### config.mk
export PLATFORM = sky130hd
export DESIGN_NAME = sampler_top
export DESIGN_NICKNAME = d
export VERILOG_FILES = /design/src/rtl/sampler_pkg.sv /design/src/rtl/sampler_bitbuf.sv /design/src/rtl/sampler_map.sv /design/src/rtl/sampler_top.sv
export SDC_FILE = /design/constraint.sdc
export NUM_CORES = 1
export LEC_CHECK = 0
export ABC_AREA = 1
export BUFFER_PORTS_ARGS = -buffer_cell sky130_fd_sc_hd__buf_2
export CORE_MARGIN = 4
export CORE_UTILIZATION = 35
export CTS_BUF_LIST = sky130_fd_sc_hd__clkbuf_16
export CTS_CLUSTER_SIZE = 30
export DETAILED_ROUTE_END_ITERATION = 10
export GPL_TIMING_DRIVEN = 0
export PLACE_DENSITY = 0.58
export REMOVE_ABC_BUFFERS = 1
export SYNTH_ARGS = -nofsm -noshare
export SYNTH_HDL_FRONTEND = slang
export SYNTH_SLANG_ARGS = --single-unit
### constraint.sdc
create_clock -name clk -period 34.9 [get_ports clk]
set_input_delay 6.98 -clock clk [delete_from_list [all_inputs] [get_ports clk]]
set_output_delay 6.98 -clock clk [all_outputs]
set_load 0.01 [all_outputs]
### src/rtl/sampler_pkg.sv
package sampler_pkg;
  typedef enum logic [1:0] {
    MODE_UNIF  = 2'd0,
    MODE_BOUND = 2'd1,
    MODE_BINOM = 2'd2,
    MODE_TRIN  = 2'd3
  } smp_mode_e;
endpackage

### src/rtl/sampler_bitbuf.sv
module sampler_bitbuf #(
  parameter int WORD_W = 32,
  parameter int CNT_W  = $clog2(WORD_W + 1)
) (
  input  logic              clk,
  input  logic              rst,
  input  logic              in_valid,
  input  logic [WORD_W-1:0] in_data,
  output logic              in_ready,
  input  logic [CNT_W-1:0]  need,
  input  logic              take,
  output logic [WORD_W-1:0] chunk,
  output logic              have
);
  logic [WORD_W-1:0] word_q;
  logic [CNT_W-1:0]  left_q;

  assign in_ready = (left_q < need);
  assign have     = !in_ready;
  assign chunk    = word_q;

  always_ff @(posedge clk) begin
    if (rst) begin
      word_q <= '0;
      left_q <= '0;
    end else if (in_valid && in_ready) begin
      word_q <= in_data;
      left_q <= CNT_W'(WORD_W);
    end else if (take) begin
      word_q <= word_q >> need;
      left_q <= left_q - need;
    end
  end
endmodule

### src/rtl/sampler_map.sv
module sampler_map
  import sampler_pkg::*;
#(
  parameter int WORD_W  = 32,
  parameter int COEF_W  = 24,
  parameter int MAX_TAU = 16,
  parameter int CNT_W   = $clog2(WORD_W + 1),
  parameter int QB_W    = $clog2(COEF_W + 1),
  parameter int TAU_W   = $clog2(MAX_TAU + 1)
) (
  input  smp_mode_e         mode,
  input  logic [COEF_W-1:0] q,
  input  logic [QB_W-1:0]   qbits,
  input  logic [COEF_W-1:0] theta,
  input  logic [QB_W-1:0]   tbits,
  input  logic [TAU_W-1:0]  tau,
  input  logic [WORD_W-1:0] chunk,
  output logic [CNT_W-1:0]  need,
  output logic              accept,
  output logic [COEF_W-1:0] coef
);
  localparam int SV_W = COEF_W + 2;

  logic [WORD_W:0]    mask_w;
  logic [COEF_W-1:0]  cand;
  logic [MAX_TAU-1:0] hi;
  logic [TAU_W-1:0]   ones_lo, ones_hi;
  logic [SV_W-1:0]    sv, wrapped;

  always_comb begin
    case (mode)
      MODE_UNIF:  need = CNT_W'(qbits);
      MODE_BOUND: need = CNT_W'(tbits);
      MODE_BINOM: need = CNT_W'({tau, 1'b0});
      default:    need = CNT_W'(2);
    endcase
  end

  assign mask_w = ((WORD_W+1)'(1) << need) - (WORD_W+1)'(1);
  assign cand   = COEF_W'(chunk & mask_w[WORD_W-1:0]);
  assign hi     = MAX_TAU'(chunk >> tau);

  always_comb begin
    ones_lo = '0;
    ones_hi = '0;
    for (int i = 0; i < MAX_TAU; i++) begin
      if (i < int'(tau)) begin
        ones_lo = ones_lo + TAU_W'(chunk[i]);
        ones_hi = ones_hi + TAU_W'(hi[i]);
      end
    end
  end

  always_comb begin
    accept = 1'b1;
    sv     = '0;
    case (mode)
      MODE_UNIF: begin
        accept = (cand < q);
        sv     = {2'b00, cand};
      end
      MODE_BOUND: begin
        accept = ({1'b0, cand} <= {theta, 1'b0});
        sv     = {2'b00, cand} - {2'b00, theta};
      end
      MODE_BINOM: sv = SV_W'(ones_lo) - SV_W'(ones_hi);
      default: begin
        case (chunk[1:0])
          2'b00:   sv = '0;
          2'b01:   sv = SV_W'(1);
          2'b10:   sv = '1;
          default: accept = 1'b0;
        endcase
      end
    endcase
  end

  assign wrapped = sv[SV_W-1] ? ({2'b00, q} + sv) : sv;
  assign coef    = wrapped[COEF_W-1:0];
endmodule

### src/rtl/sampler_top.sv
module sampler_top
  import sampler_pkg::*;
#(
  parameter int WORD_W  = 32,
  parameter int COEF_W  = 24,
  parameter int MAX_TAU = 16,
  localparam int CNT_W  = $clog2(WORD_W + 1),
  localparam int QB_W   = $clog2(COEF_W + 1),
  localparam int TAU_W  = $clog2(MAX_TAU + 1)
) (
  input  logic              clk,
  input  logic              rst,
  input  logic [1:0]        cfg_mode,
  input  logic [COEF_W-1:0] cfg_q,
  input  logic [QB_W-1:0]   cfg_qbits,
  input  logic [COEF_W-1:0] cfg_theta,
  input  logic [QB_W-1:0]   cfg_tbits,
  input  logic [TAU_W-1:0]  cfg_tau,
  input  logic              in_valid,
  output logic              in_ready,
  input  logic [WORD_W-1:0] in_data,
  output logic              out_valid,
  input  logic              out_ready,
  output logic [COEF_W-1:0] out_data
);
  logic [CNT_W-1:0]  need;
  logic [WORD_W-1:0] chunk;
  logic              have, fire, accept;
  logic [COEF_W-1:0] coef;

  assign fire = have && (!out_valid || out_ready);

  sampler_bitbuf #(.WORD_W(WORD_W), .CNT_W(CNT_W)) i_bitbuf (
    .clk(clk), .rst(rst), .in_valid(in_valid), .in_data(in_data),
    .in_ready(in_ready), .need(need), .take(fire), .chunk(chunk), .have(have)
  );

  sampler_map #(.WORD_W(WORD_W), .COEF_W(COEF_W), .MAX_TAU(MAX_TAU),
                .CNT_W(CNT_W), .QB_W(QB_W), .TAU_W(TAU_W)) i_map (
    .mode(smp_mode_e'(cfg_mode)), .q(cfg_q), .qbits(cfg_qbits),
    .theta(cfg_theta), .tbits(cfg_tbits), .tau(cfg_tau), .chunk(chunk),
    .need(need), .accept(accept), .coef(coef)
  );

  always_ff @(posedge clk) begin
    if (rst) begin
      out_valid <= 1'b0;
      out_data  <= '0;
    end else begin
      if (out_valid && out_ready) out_valid <= 1'b0;
      if (fire && accept) begin
        out_valid <= 1'b1;
        out_data  <= coef;
      end
    end
  end
endmodule

==> insert_results.sql, run 1 <==
INSERT INTO impl_metrics (metric_group, metric, value, unit) VALUES
('final_layout', 'drive_above_1_share', '10.8', '%'),
('die', 'row_count', '72', ''),
('global_route', 'grt_start_max_net_pins', '55', ''),
('cts', 'clk_transition_reported_paths', '0.06', 'ns'),
('die', 'die_w', '205', 'µm'),
('critical_path', 'crit_fanout', '51', ''),
('detailed_routing', 'via_count', '16055', ''),
('logic_synthesis', 'postSynthCellCount', '2423', ''),
('global_route', 'grt_antenna_before_repair', '1', ''),
('power', 'vdd.ir_drop.worst', '57.3', 'µV'),
('detailed_routing', 'detail_route.vias_per_cell', '5.35', ''),
('die', 'floorplan.die_area', '42100', 'µm²'),
('logic_synthesis', 'synth_cell_type_count', '60', ''),
('logic_synthesis', 'area_leader_netlist', 'sky130_fd_sc_hd__nand2_1', ''),
('logic_synthesis', 'synth_xor_xnor_area_share', '1.80', '%'),
('logic_synthesis', 'ys_dominant_reg_cell', 'sky130_fd_sc_hd__dfxtp_1', ''),
('run_status', 'outcome', 'finished, final reports clean', ''),
('critical_path', 'critPathMaxStageDelay', '0.64', 'ns'),
('global_route', 'grt_pass1_vias', '15010', ''),
('critical_path', 'worst-setup-path-type', 'in2reg', ''),
('detailed_routing', 'drtPass1Iterations', '6', ''),
('cts', 'tritoncts', 'built', ''),
('detailed_routing', 'total_wirelength_of_the_detailed_routed_design', '49600', 'µm'),
('critical_path', 'setup.worst_path.end_class', 'flip-flop', ''),
('cts', 'cts_htree_levels', '3', ''),
('critical_path', 'worst_r2r_path_depth', '82', ''),
('detailed_routing', 'drtIter0Drc', '1092', ''),
('power', 'report.power.total', '1.04', 'mW'),
('sta', 'finalClockSkew', '0.0107', 'ns'),
('detailed_routing', 'drcViolationCount', '0', ''),
('logic_synthesis', 'synth_compound_gate_area_share', '20.7', '%'),
('sta', 'timing.final.max_slew_violations', '0', ''),
('logic_synthesis', 'yosys_warnings', '0', ''),
('sta', 'timing.final.setup_violations', '0', ''),
('cts', 'cts-hold-fix-buffers', '0', ''),
('global_route', 'grt_overflow_total', '0', ''),
('die', 'initial_utilization', '35.3', '%'),
('sta', 'hold_violations', '0', ''),
('critical_path', 'data_arrival_time_of_the_worst_path', '22.92', 'ns'),
('die', 'core_area', '38600', 'µm²'),
('cts', 'cts.repair.resized', '0', ''),
('logic_synthesis', 'mappedNetlistArea', '13600', 'µm²'),
('logic_synthesis', 'post_synthesis_simple_gate_area_fraction', '39.9', '%'),
('cts', 'clkLatencyLatePin', '0.36', 'ns'),
('sta', 'fin_tns_setup', '0', 'ns'),
('place', 'hpwlAfterDp', '40300', 'µm'),
('logic_synthesis', 'syn_area_per_cell', '5.62', 'µm²'),
('power', 'p_per_area', '70.1', 'nW/µm²'),
('sta', 'period_share', '64.9', '%'),
('global_route', 'grt_pass1_wl', '78400', 'µm'),
('logic_synthesis', 'synth_top_cells_by_count', 'sky130_fd_sc_hd__nand2_1 (678), sky130_fd_sc_hd__inv_1 (313), sky130_fd_sc_hd__nand3_1 (200)', ''),
('critical_path', 'startpoint_type', 'primary input', ''),
('place', 'gp_congestion', '0.974', ''),
('logic_synthesis', 'synth_enable_flop_cells', '0', ''),
('logic_synthesis', 'dominant_combinational_cell_family_by_area_after_synthesis', 'simple AND/OR/NAND/NOR gates', ''),
('sta', 'period_minus_ws_final', '22.64', 'ns'),
('final_layout', 'number_of_antenna_repair_diodes', '0', ''),
('sta', 'timing.slew.headroom', '12.3', '%'),
('cts', 'clock-root-buffer', 'sky130_fd_sc_hd__clkbuf_16', ''),
('place', 'port-buffer-count', '126', ''),
('logic_synthesis', 'yosys_register_bits', '63', ''),
('global_route', 'globalRouteTotalUtil', '23.2', '%'),
('logic_synthesis', 'synth-adder-area-share', '15.7', '%'),
('logic_synthesis', 'yosys-top-cells-area', 'sky130_fd_sc_hd__nand2_1 (19%), sky130_fd_sc_hd__ha_1 (15%), sky130_fd_sc_hd__dfxtp_1 (9.3%), sky130_fd_sc_hd__inv_1 (8.6%), sky130_fd_sc_hd__nand3_1 (7.3%)', ''),
('critical_path', 'cp_data_required_time', '35.18', 'ns'),
('logic_synthesis', 'synth_seq_area_share', '9.26', '%'),
('sta', 'worstMarginPinSlew', '1.31', 'ns'),
('die', 'die_height', '205', 'µm'),
('cts', 'cts_inserted_buffers', '9', ''),
('run', 'cap_viol_max_count', '0', ''),
('worst_hold_path', 'hold_path.class', 'reg2reg', '');
## registers in the layout, summed over array words and instances, names as in the netlist
name             flops
i_bitbuf.chunk      32
out_valid            1
i_bitbuf.left_q      6
out_data            24
## cell type report
cell class | count | area (µm²)
fill | 4443 | 23700
timing repair buffer | 129 | 672
sequential | 63 | 1260
inverter | 338 | 1270
multi-input combinational | 1938 | 10800
clock buffer | 9 | 225
tap | 518 | 648
clock inverter | 7 | 48.8
## placed cells by master (no fill, tap or decap), types with 10 or more instances in the layout
cell type	count
sky130_fd_sc_hd__nand2_1	676
sky130_fd_sc_hd__inv_1	313
sky130_fd_sc_hd__nand3_1	199
sky130_fd_sc_hd__nor2_1	178
sky130_fd_sc_hd__o21ai_0	177
sky130_fd_sc_hd__ha_1	165
sky130_fd_sc_hd__a21oi_1	155
sky130_fd_sc_hd__buf_2	126
sky130_fd_sc_hd__dfxtp_1	63
sky130_fd_sc_hd__nand2_2	42
sky130_fd_sc_hd__a31oi_1	36
sky130_fd_sc_hd__a211oi_1	36
sky130_fd_sc_hd__nor3_1	35
sky130_fd_sc_hd__or2_2	25
sky130_fd_sc_hd__nand4_1	24
sky130_fd_sc_hd__o211ai_1	23
sky130_fd_sc_hd__inv_2	21
sky130_fd_sc_hd__xor2_1	17
sky130_fd_sc_hd__nand3_2	15
sky130_fd_sc_hd__nand3b_1	13
sky130_fd_sc_hd__o221ai_1	12
sky130_fd_sc_hd__xnor2_1	11
sky130_fd_sc_hd__mux2i_1	10
## where the power goes
part	switching (mW)	internal (mW)
Sequential	0.0440	0.102
Combinational	0.519	0.293
Clock	0.0388	0.0480
## worst max-delay path: cells and delay by family
kind	cells	cell delay [ns]
fa+ha+maj	18	5.03
simple gates	37	4.87
compound gates	18	3.91
buf+inv	11	2.08
## layer usage
layer	vias to the layer above	track usage, %	part of all wire [%]
li1	8190	-	-
met1	7281	30.5	44
met2	488	38.7	45
met3	96	2.58	6.2
met4	0	9.14	3.9
met5	-	0	0
## logic make-up after synthesis
logic type                 Yosys count
AOI/OAI and AO/OA                  490
xor gates and xnor gates            28
adders and majority gates          169
buffers and inverters              422
DFF                                 63
muxes                               10
and+or+nand+nor                   1241
## path summary, 6_finish.rpt
path	start	end	slack, ns
worst max-delay path	cfg_tau[0]	out_data[22]$_SDFFE_PP0P_	12.26
worst min-delay path	out_data[0]$_SDFFE_PP0P_	out_data[0]$_SDFFE_PP0P_	0.48
worst max register to register	i_bitbuf.chunk[9]$_SDFFE_PP0P_	out_data[22]$_SDFFE_PP0P_	19.22
worst min register to register	out_data[0]$_SDFFE_PP0P_	out_data[0]$_SDFFE_PP0P_	0.48
## metrics by stage
stage | std cells | util (%) | setup WS, ns | hold WS [ns] | cell area [µm²]
after floorplan | 2339 | - | 14.82 | 0.460 | 13300
after global placement | 2983 | 37.8 | 12.33 | 0.464 | 14600
after detailed placement | 2985 | 37.9 | 12.07 | 0.466 | 14600
after CTS | 3001 | 38.6 | 12.40 | 0.475 | 14900
after global routing | 3002 | 38.6 | 10.86 | 0.507 | 14900
final | 3002 | 38.6 | 12.26 | 0.477 | 14900
(Power assumes the default switching activity.)
==> inputs of run 2 (changes only) <==
- PLACE_DENSITY: 0.58 -> 0.6
- clock period: 34.9 -> 20.7 ns (I/O delays scaled with it)
==> run 2 against run 1 <==
  * Worst setup slack worse by 11 ns
  * Sequential power up 68%
  * Wire length up 0.43%
  * Sequential share of layout area about the same
  * Global-route usage down 0.27 points
  * Combinational power up 69%
  * Via count up 0.17%
  * Highest routed layer unchanged
==> insert_results.sql, run 2 (synthesis results as in run 1) <==
INSERT INTO impl_metrics (metric_group, metric, value, unit) VALUES
('detailed_routing', 'detail_route.vias_per_cell', '5.35', ''),
('critical_path', 'r2r_start', 'i_bitbuf.chunk[12]$_SDFFE_PP0P_', ''),
('sta', 'worstMarginPinSlew', '1.34', 'ns'),
('critical_path', 'worstSetupPathDepth', '82', ''),
('worst_hold_path', 'whs_path_depth', '2', ''),
('run', 'cap_viol_max_count', '0', ''),
('critical_path', 'timing.critical_path.buf_inv', '12', ''),
('detailed_routing', 'total_wirelength_of_the_detailed_routed_design', '49900', 'µm'),
('final_layout', 'fillCellCount', '4427', ''),
('run_status', 'outcome', 'finished, final reports clean', ''),
('critical_path', 'cp_data_required_time', '20.99', 'ns'),
('final_layout', 'drive_above_1_share', '11.0', '%'),
('final_layout', 'layout_commonest_cell', 'sky130_fd_sc_hd__nand2_1', ''),
('final_layout', 'max_reg_flops', '32', ''),
('final_layout', 'areaGrowthSynthToFinish', '9.89', '%'),
('sta', 'timing.final.setup_violations', '0', ''),
('die', 'initial_utilization', '35.3', '%'),
('cts', 'clkLatencyLatePin', '0.36', 'ns'),
('critical_path', 'worst-setup-path-type', 'in2reg', ''),
('detailed_routing', 'via_count', '16083', ''),
('power', 'vdd.ir_drop.worst', '81.8', 'µV'),
('sta', 'period_share', '93.5', '%'),
('critical_path', 'critical_path.top_delay_family', 'simple AND/OR/NAND/NOR gates', ''),
('critical_path', 'crit_fanout', '13', ''),
('die', 'die_height', '205', 'µm'),
('worst_hold_path', 'hold_path.class', 'reg2reg', ''),
('power', 'report.power.total', '1.78', 'mW'),
('global_route', 'grt_antenna_before_repair', '2', ''),
('critical_path', 'slowest_stage_cell_crit_path', 'sky130_fd_sc_hd__nor2_1', ''),
('die', 'die_w', '205', 'µm'),
('power', 'power_leakage', '7.79', 'nW'),
('global_route', 'met2_use_gr', '38.3', '%'),
('final_layout', 'layout.nets', '2754', ''),
('global_route', 'grt_most_used_layer', 'met2', ''),
('sta', 'timing.final.max_slew_violations', '0', ''),
('die', 'row_count', '72', ''),
('detailed_routing', 'drcViolationCount', '0', ''),
('global_route', 'grtUsageMet3', '2.71', '%'),
('critical_path', 'worst_r2r_path_depth', '84', ''),
('critical_path', 'setup.worst_path.end_class', 'flip-flop', ''),
('die', 'floorplan.die_area', '42100', 'µm²'),
('sta', 'rsz_0062_raised_after_global_routing', 'false', ''),
('cts', 'clock_sinks', '63', ''),
('place', 'hpwlAfterDp', '40200', 'µm'),
('critical_path', 'startpoint_type', 'primary input', ''),
('power', 'p_per_area', '119', 'nW/µm²'),
('place', 'gp_congestion', '0.949', ''),
('place', 'port-buffer-count', '126', ''),
('global_route', 'grt_overflow_total', '0', ''),
('sta', 'timing.slew.headroom', '10.4', '%'),
('global_route', 'globalRouteTotalUtil', '22.9', '%'),
('cts', 'cts_htree_levels', '3', ''),
('sta', 'fin_tns_setup', '0', 'ns'),
('final_layout', 'layout_common_cells', 'sky130_fd_sc_hd__nand2_1 (676), sky130_fd_sc_hd__inv_1 (312), sky130_fd_sc_hd__nand3_1 (199)', ''),
('cts', 'clk_transition_reported_paths', '0.06', 'ns'),
('global_route', 'use_met1', '30.7', '%'),
('cts', 'clock_tree.buffer_depth', '2', ''),
('sta', 'period_minus_ws_final', '19.36', 'ns'),
('critical_path', 'timing.reg2reg.setup_slack', '5.16', 'ns'),
('detailed_routing', 'postRouteAntennaNets', '0', ''),
('critical_path', 'critPathMostFrequentCell', 'sky130_fd_sc_hd__nand2_1', ''),
('cts', 'clock-root-buffer', 'sky130_fd_sc_hd__clkbuf_16', ''),
('sta', 'finalClockSkew', '0.0101', 'ns'),
('cts', 'cts_inserted_buffers', '9', ''),
('sta', 'achievable-frequency', '51.6', 'MHz'),
('critical_path', 'rr_endpoint', 'out_data[22]$_SDFFE_PP0P_', ''),
('detailed_routing', 'drtIter0Drc', '1333', ''),
('cts', 'tritoncts', 'built', ''),
('critical_path', 'data_arrival_time_of_the_worst_path', '19.66', 'ns'),
('global_route', 'grt_start_max_net_pins', '55', ''),
('detailed_routing', 'drtPass1Iterations', '6', ''),
('critical_path', 'critPathMaxStageDelay', '0.78', 'ns'),
('die', 'core_area', '38600', 'µm²'),
('global_route', 'grt_pass1_wl', '77700', 'µm'),
('sta', 'hold_violations', '0', ''),
('die', 'pin_count', '127', ''),
('global_route', 'grt_pass1_vias', '14795', ''),
('worst_hold_path', 'worstHoldEndpoint', 'out_data[0]$_SDFFE_PP0P_', ''),
('worst_hold_path', 'hp-start', 'out_data[0]$_SDFFE_PP0P_', ''),
('detailed_routing', 'drt-wirelength-per-cell', '16.6', 'µm');
run 2: per-stage QoR:
stage / instances / worst slack (ns) / cell area, µm² / util, % / hold slack (ns)
finish: 3008 / 1.34 / 15000 / 38.8 / 0.487
global route: 3008 / 0.0571 / 15000 / 38.8 / 0.525
CTS: 3001 / 1.09 / 14900 / 38.7 / 0.491
detailed placement: 2985 / 0.760 / 14600 / 37.9 / 0.482
global placement: 2983 / 0.921 / 14600 / 37.8 / 0.466
floorplan: 2339 / 3.46 / 13300 / - / 0.460
run 2: cell type report:
| type | instances | area, µm² | area share [%] |
|---|---|---|---|
| Sequential cell | 63 | 1260 | 8.42 |
| Multi-Input combinational cell | 1939 | 10800 | 72.0 |
| Clock buffer | 9 | 225 | 1.50 |
| Clock inverter | 7 | 88.8 | 0.593 |
| Antenna cell | 1 | 2.50 | 0.0167 |
| Tap cell | 518 | 648 | 4.33 |
| Timing Repair Buffer | 131 | 682 | 4.55 |
| Timing Repair inverter | 2 | 12.5 | 0.0836 |
| Inverter | 338 | 1280 | 8.52 |
run 2: tightest hold or removal path, cell delays in order, from the launching register on:
cell and delay, ns:
sky130_fd_sc_hd__dfxtp_1 0.32, sky130_fd_sc_hd__nand2_1 0.06, sky130_fd_sc_hd__a21oi_1 0.06
run 2: per-layer routing:
layer | wire length [µm] | up-vias | part of all wire [%]
li1 | - | 8198 | -
met1 | 22200 | 7274 | 45
met2 | 22700 | 537 | 46
met3 | 3410 | 74 | 6.8
met4 | 1490 | 0 | 3.0
met5 | 0 | - | 0
run 2: what timing repair did:
action / CTS / global route
hold buffers: 0 / 0
resized for setup: 0 / 4
setup endpoints to repair: 0 / 4
setup buffers: 0 / 3
run 2: worst max-delay path by stage:
stage | from | end | slack (ns)
after detailed placement | cfg_tau[0] | out_data[22]$_SDFFE_PP0P_ | 0.76
after CTS | cfg_tau[0] | out_data[22]$_SDFFE_PP0P_ | 1.09
after global placement | cfg_tau[0] | out_data[22]$_SDFFE_PP0P_ | 0.92
final | cfg_tau[3] | out_data[22]$_SDFFE_PP0P_ | 1.34
after global routing | cfg_tau[3] | out_data[22]$_SDFFE_PP0P_ | 0.06
after floorplan | cfg_tau[4] | out_data[22]$_SDFFE_PP0P_ | 3.46
run 2: where the power goes:
part / leakage [nW] / switching [mW] / internal (mW) / total, mW
registers: 0.519 / 0.0736 / 0.172 / 0.246
clock network: 0.154 / 0.0641 / 0.105 / 0.169
logic: 7.11 / 0.873 / 0.494 / 1.37
==> inputs of run 3 (changes only) <==
- ABC_AREA: 1 -> not set
- MAX_ROUTING_LAYER: not set -> met4
- PLACE_DENSITY: 0.6 -> 0.65
==> run 3 against run 2 <==
  * Fmax fell by 0.99%
  * Final area is 1.6% higher
  * Wire length is 2.6% lower
  * Clock power rose by 16%
  * Synthesized cell count fell by 21%
  * Sequential power down 4%
  * Worst hold slack lost 0.0087 ns
  * Global-route usage decreased by 0.75 points
  * Sequential cell count did not move
  * Critical endpoint is now out_data[23]$_SDFFE_PP0P_
  * Via count decreased by 7.7%
  * Critical path depth is 9 lower
  * Clock skew up 0.0078 ns
==> insert_results.sql, run 3 <==
INSERT INTO impl_metrics (metric_group, metric, value, unit) VALUES
('critical_path', 'slowest_stage_cell_crit_path', 'sky130_fd_sc_hd__mux4_2', ''),
('global_route', 'grt_pass1_vias', '14338', ''),
('run', 'cap_viol_max_count', '0', ''),
('cts', 'clock-root-buffer', 'sky130_fd_sc_hd__clkbuf_16', ''),
('run_status', 'outcome', 'finished, final reports clean', ''),
('logic_synthesis', 'synth_cell_type_count', '99', ''),
('die', 'floorplan.die_area', '42900', 'µm²'),
('logic_synthesis', 'area_leader_netlist', 'sky130_fd_sc_hd__ha_1', ''),
('critical_path', 'cp_data_required_time', '20.95', 'ns'),
('die', 'die_height', '207', 'µm'),
('detailed_routing', 'total_wirelength_of_the_detailed_routed_design', '48600', 'µm'),
('global_route', 'grt_pass1_wl', '77200', 'µm'),
('final_layout', 'max_reg_flops', '32', ''),
('worst_hold_path', 'whs_path_depth', '2', ''),
('global_route', 'grt_overflow_total', '0', ''),
('die', 'pin_count', '127', ''),
('cts', 'cts-hold-fix-buffers', '0', ''),
('critical_path', 'worst-setup-path-type', 'in2reg', ''),
('logic_synthesis', 'yosys_register_bits', '63', ''),
('sta', 'period_minus_ws_final', '19.56', 'ns'),
('die', 'die_w', '207', 'µm'),
('logic_synthesis', 'synthArstFlopShare', '0', '%'),
('logic_synthesis', 'yosysMostFrequentCell', 'sky130_fd_sc_hd__nand2_1', ''),
('final_layout', 'multi_input_area', '11900', 'µm²'),
('place', 'postPlaceCellArea', '14800', 'µm²'),
('cts', 'clkLatencyLatePin', '0.36', 'ns'),
('critical_path', 'worst_r2r_path_depth', '74', ''),
('final_layout', 'layout_commonest_cell', 'sky130_fd_sc_hd__nand2_1', ''),
('global_route', 'globalRouteTotalUtil', '22.1', '%'),
('die', 'row_count', '72', ''),
('detailed_routing', 'drt-wirelength-per-cell', '19.6', 'µm'),
('place', 'gp_congestion', '0.981', ''),
('sta', 'rsz_0062_raised_after_global_routing', 'false', ''),
('cts', 'clock_tree.buffer_depth', '2', ''),
('global_route', 'grt_antenna_before_repair', '2', ''),
('sta', 'achievable-frequency', '51.1', 'MHz'),
('detailed_routing', 'drtIter0Drc', '1557', ''),
('critical_path', 'setup.worst_path.end_class', 'flip-flop', ''),
('cts', 'cts_inserted_buffers', '9', ''),
('power', 'p_per_area', '129', 'nW/µm²'),
('global_route', 'grt_start_max_net_pins', '65', ''),
('final_layout', 'fillCellCount', '4138', ''),
('logic_synthesis', 'postSynthCellCount', '1922', ''),
('power', 'power_leakage', '6.80', 'nW'),
('detailed_routing', 'postRouteAntennaNets', '0', ''),
('logic_synthesis', 'yosys_warnings', '0', ''),
('logic_synthesis', 'synth_seq_area_share', '9.09', '%'),
('detailed_routing', 'detail_route.vias_per_cell', '6.00', ''),
('cts', 'tritoncts', 'built', ''),
('logic_synthesis', 'synth_enable_flop_cells', '0', ''),
('final_layout', 'register_area', '1260', 'µm²'),
('critical_path', 'critPathMostFrequentCell', 'sky130_fd_sc_hd__ha_1', ''),
('logic_synthesis', 'mappedNetlistArea', '13900', 'µm²'),
('critical_path', 'critPathMaxStageDelay', '0.67', 'ns'),
('sta', 'hold_violations', '0', ''),
('logic_synthesis', 'synth_top_cells_by_count', 'sky130_fd_sc_hd__nand2_1 (246), sky130_fd_sc_hd__nor2_1 (192), sky130_fd_sc_hd__ha_1 (165)', ''),
('final_layout', 'stdcell_area', '15200', 'µm²'),
('die', 'core_area', '38900', 'µm²'),
('detailed_routing', 'drcViolationCount', '0', ''),
('cts', 'clk_transition_reported_paths', '0.07', 'ns'),
('sta', 'timing.slew.headroom', '14.8', '%'),
('sta', 'worstMarginPinSlew', '1.28', 'ns'),
('final_layout', 'drive_above_1_share', '12.5', '%'),
('critical_path', 'data_arrival_time_of_the_worst_path', '19.81', 'ns'),
('final_layout', 'areaGrowthSynthToFinish', '9.70', '%'),
('sta', 'timing.final.max_slew_violations', '0', ''),
('sta', 'timing.final.setup_violations', '0', ''),
('sta', 'period_share', '94.5', '%'),
('logic_synthesis', 'yosys-top-cells-area', 'sky130_fd_sc_hd__ha_1 (15%), sky130_fd_sc_hd__dfxtp_1 (9.1%), sky130_fd_sc_hd__mux2i_1 (7.9%), sky130_fd_sc_hd__nand2_1 (6.7%), sky130_fd_sc_hd__nor2_1 (5.2%)', ''),
('logic_synthesis', 'synth_top_cell_area_share', '14.9', '%'),
('detailed_routing', 'drtPass1Iterations', '9', ''),
('power', 'vdd.ir_drop.worst', '86.2', 'µV'),
('logic_synthesis', 'syn_area_per_cell', '7.22', 'µm²'),
('critical_path', 'startpoint_type', 'primary input', ''),
('final_layout', 'finish.utilization', '39.1', '%'),
('critical_path', 'crit_fanout', '57', ''),
('cts', 'cts_htree_levels', '3', ''),
('final_layout', 'layout_common_cells', 'sky130_fd_sc_hd__nand2_1 (246), sky130_fd_sc_hd__nor2_1 (191), sky130_fd_sc_hd__ha_1 (165)', ''),
('sta', 'finalClockSkew', '0.0178', 'ns'),
('final_layout', 'layout.nets', '2221', ''),
('detailed_routing', 'via_count', '14852', ''),
('place', 'hpwlAfterDp', '37100', 'µm'),
('worst_hold_path', 'hold_path.class', 'reg2reg', ''),
('die', 'initial_utilization', '35.6', '%'),
('place', 'port-buffer-count', '126', ''),
('cts', 'clock_sinks', '63', ''),
('logic_synthesis', 'ys_dominant_reg_cell', 'sky130_fd_sc_hd__dfxtp_1', '');
==> run 3: cell types whose count changed after synthesis, sizes merged, moves of 23 or more <==
cell / before / now
inv: 334 / 84
a21oi: 157 / 130
mux2i: 10 / 110
o21ai: 185 / 114
nor2b: 0 / 23
xnor2: 11 / 60
mux4: 0 / 23
nand3: 214 / 52
nor3: 37 / 61
a21o: 2 / 36
nand2b: 0 / 27
nand2: 720 / 246
==> run 3: stage by stage <==
step / hold WS, ns / total power [mW] / TNS, ns / setup WS (ns) / instances
3_5_place_dp: 0.471 / 1.74 / 0 / 0.303 / 2458
4_1_cts: 0.484 / 1.94 / 0 / 0.622 / 2474
2_1_floorplan: 0.477 / 1.35 / 0 / 3.47 / 1806
3_3_place_gp: 0.460 / 1.68 / -0.640 / -0.188 / 2450
6_report: 0.479 / 1.96 / 0 / 1.14 / 2475
5_1_grt: 0.521 / 2.15 / 0 / 0.0479 / 2474
==> run 3: cell families after synthesis <==
logic type	synth area share (%)
AO/OA/AOI/OAI	25.9
XOR/XNOR	7.65
adder cells (fa/ha/maj)	15.5
buffers and inverters	5.75
flip-flops	9.09
multiplexers	12.9
AND/OR/NAND/NOR	23.3
==> run 3: where the power goes <==
part / leakage [nW] / internal, mW / total (mW) / switching, mW
clock: 0.173 / 0.120 / 0.196 / 0.0758
sequential: 0.519 / 0.162 / 0.235 / 0.0735
combinational: 6.11 / 0.638 / 1.53 / 0.893
total: 6.80 / 0.920 / 1.96 / 1.04
==> run 3: critical path: cells and delay by family <==
kind | cells | cell delay, ns
fa+ha+maj | 18 | 5.43
compound gates | 25 | 5.32
simple gates | 19 | 1.93
mux | 5 | 1.61
buf+inv | 3 | 0.85
xor+xnor | 3 | 0.48
==> run 3: layout make-up <==
type	instances	share of cell area [%]
sequential	63	8.29
clock inverter	7	0.839
antenna	1	0.0164
inverter	87	2.15
tap	518	4.26
multi-input combinational	1656	77.9
clock buffer	9	1.48
timing repair buffer	134	5.06
==> run 3: worst paths after layout <==
check,start,endpoint,slack (ns)
max reg2reg,i_bitbuf.chunk[31]$_SDFFE_PP0P_,out_data[23]$_SDFFE_PP0P_,5.08
min reg2reg,out_data[21]$_SDFFE_PP0P_,out_data[21]$_SDFFE_PP0P_,0.48
max,cfg_tau[0],out_data[23]$_SDFFE_PP0P_,1.14
min,out_data[21]$_SDFFE_PP0P_,out_data[21]$_SDFFE_PP0P_,0.48
==> run 3: metal layers <==
| layer | up-vias | part of all wire, % | GRT usage, % |
|---|---|---|---|
| met5 | - | 0 | - |
| met4 | 0 | 3.0 | 7.20 |
| met3 | 95 | 6.4 | 2.10 |
| met2 | 578 | 45 | 34.5 |
| met1 | 7025 | 46 | 30.3 |
| li1 | 7154 | - | - |
==> run 3: what timing repair did <==
item                                    in CTS  in global routing
setup buffers                                0                  0
resized for setup                            0                  6
endpoints found under the setup margin       0                  7
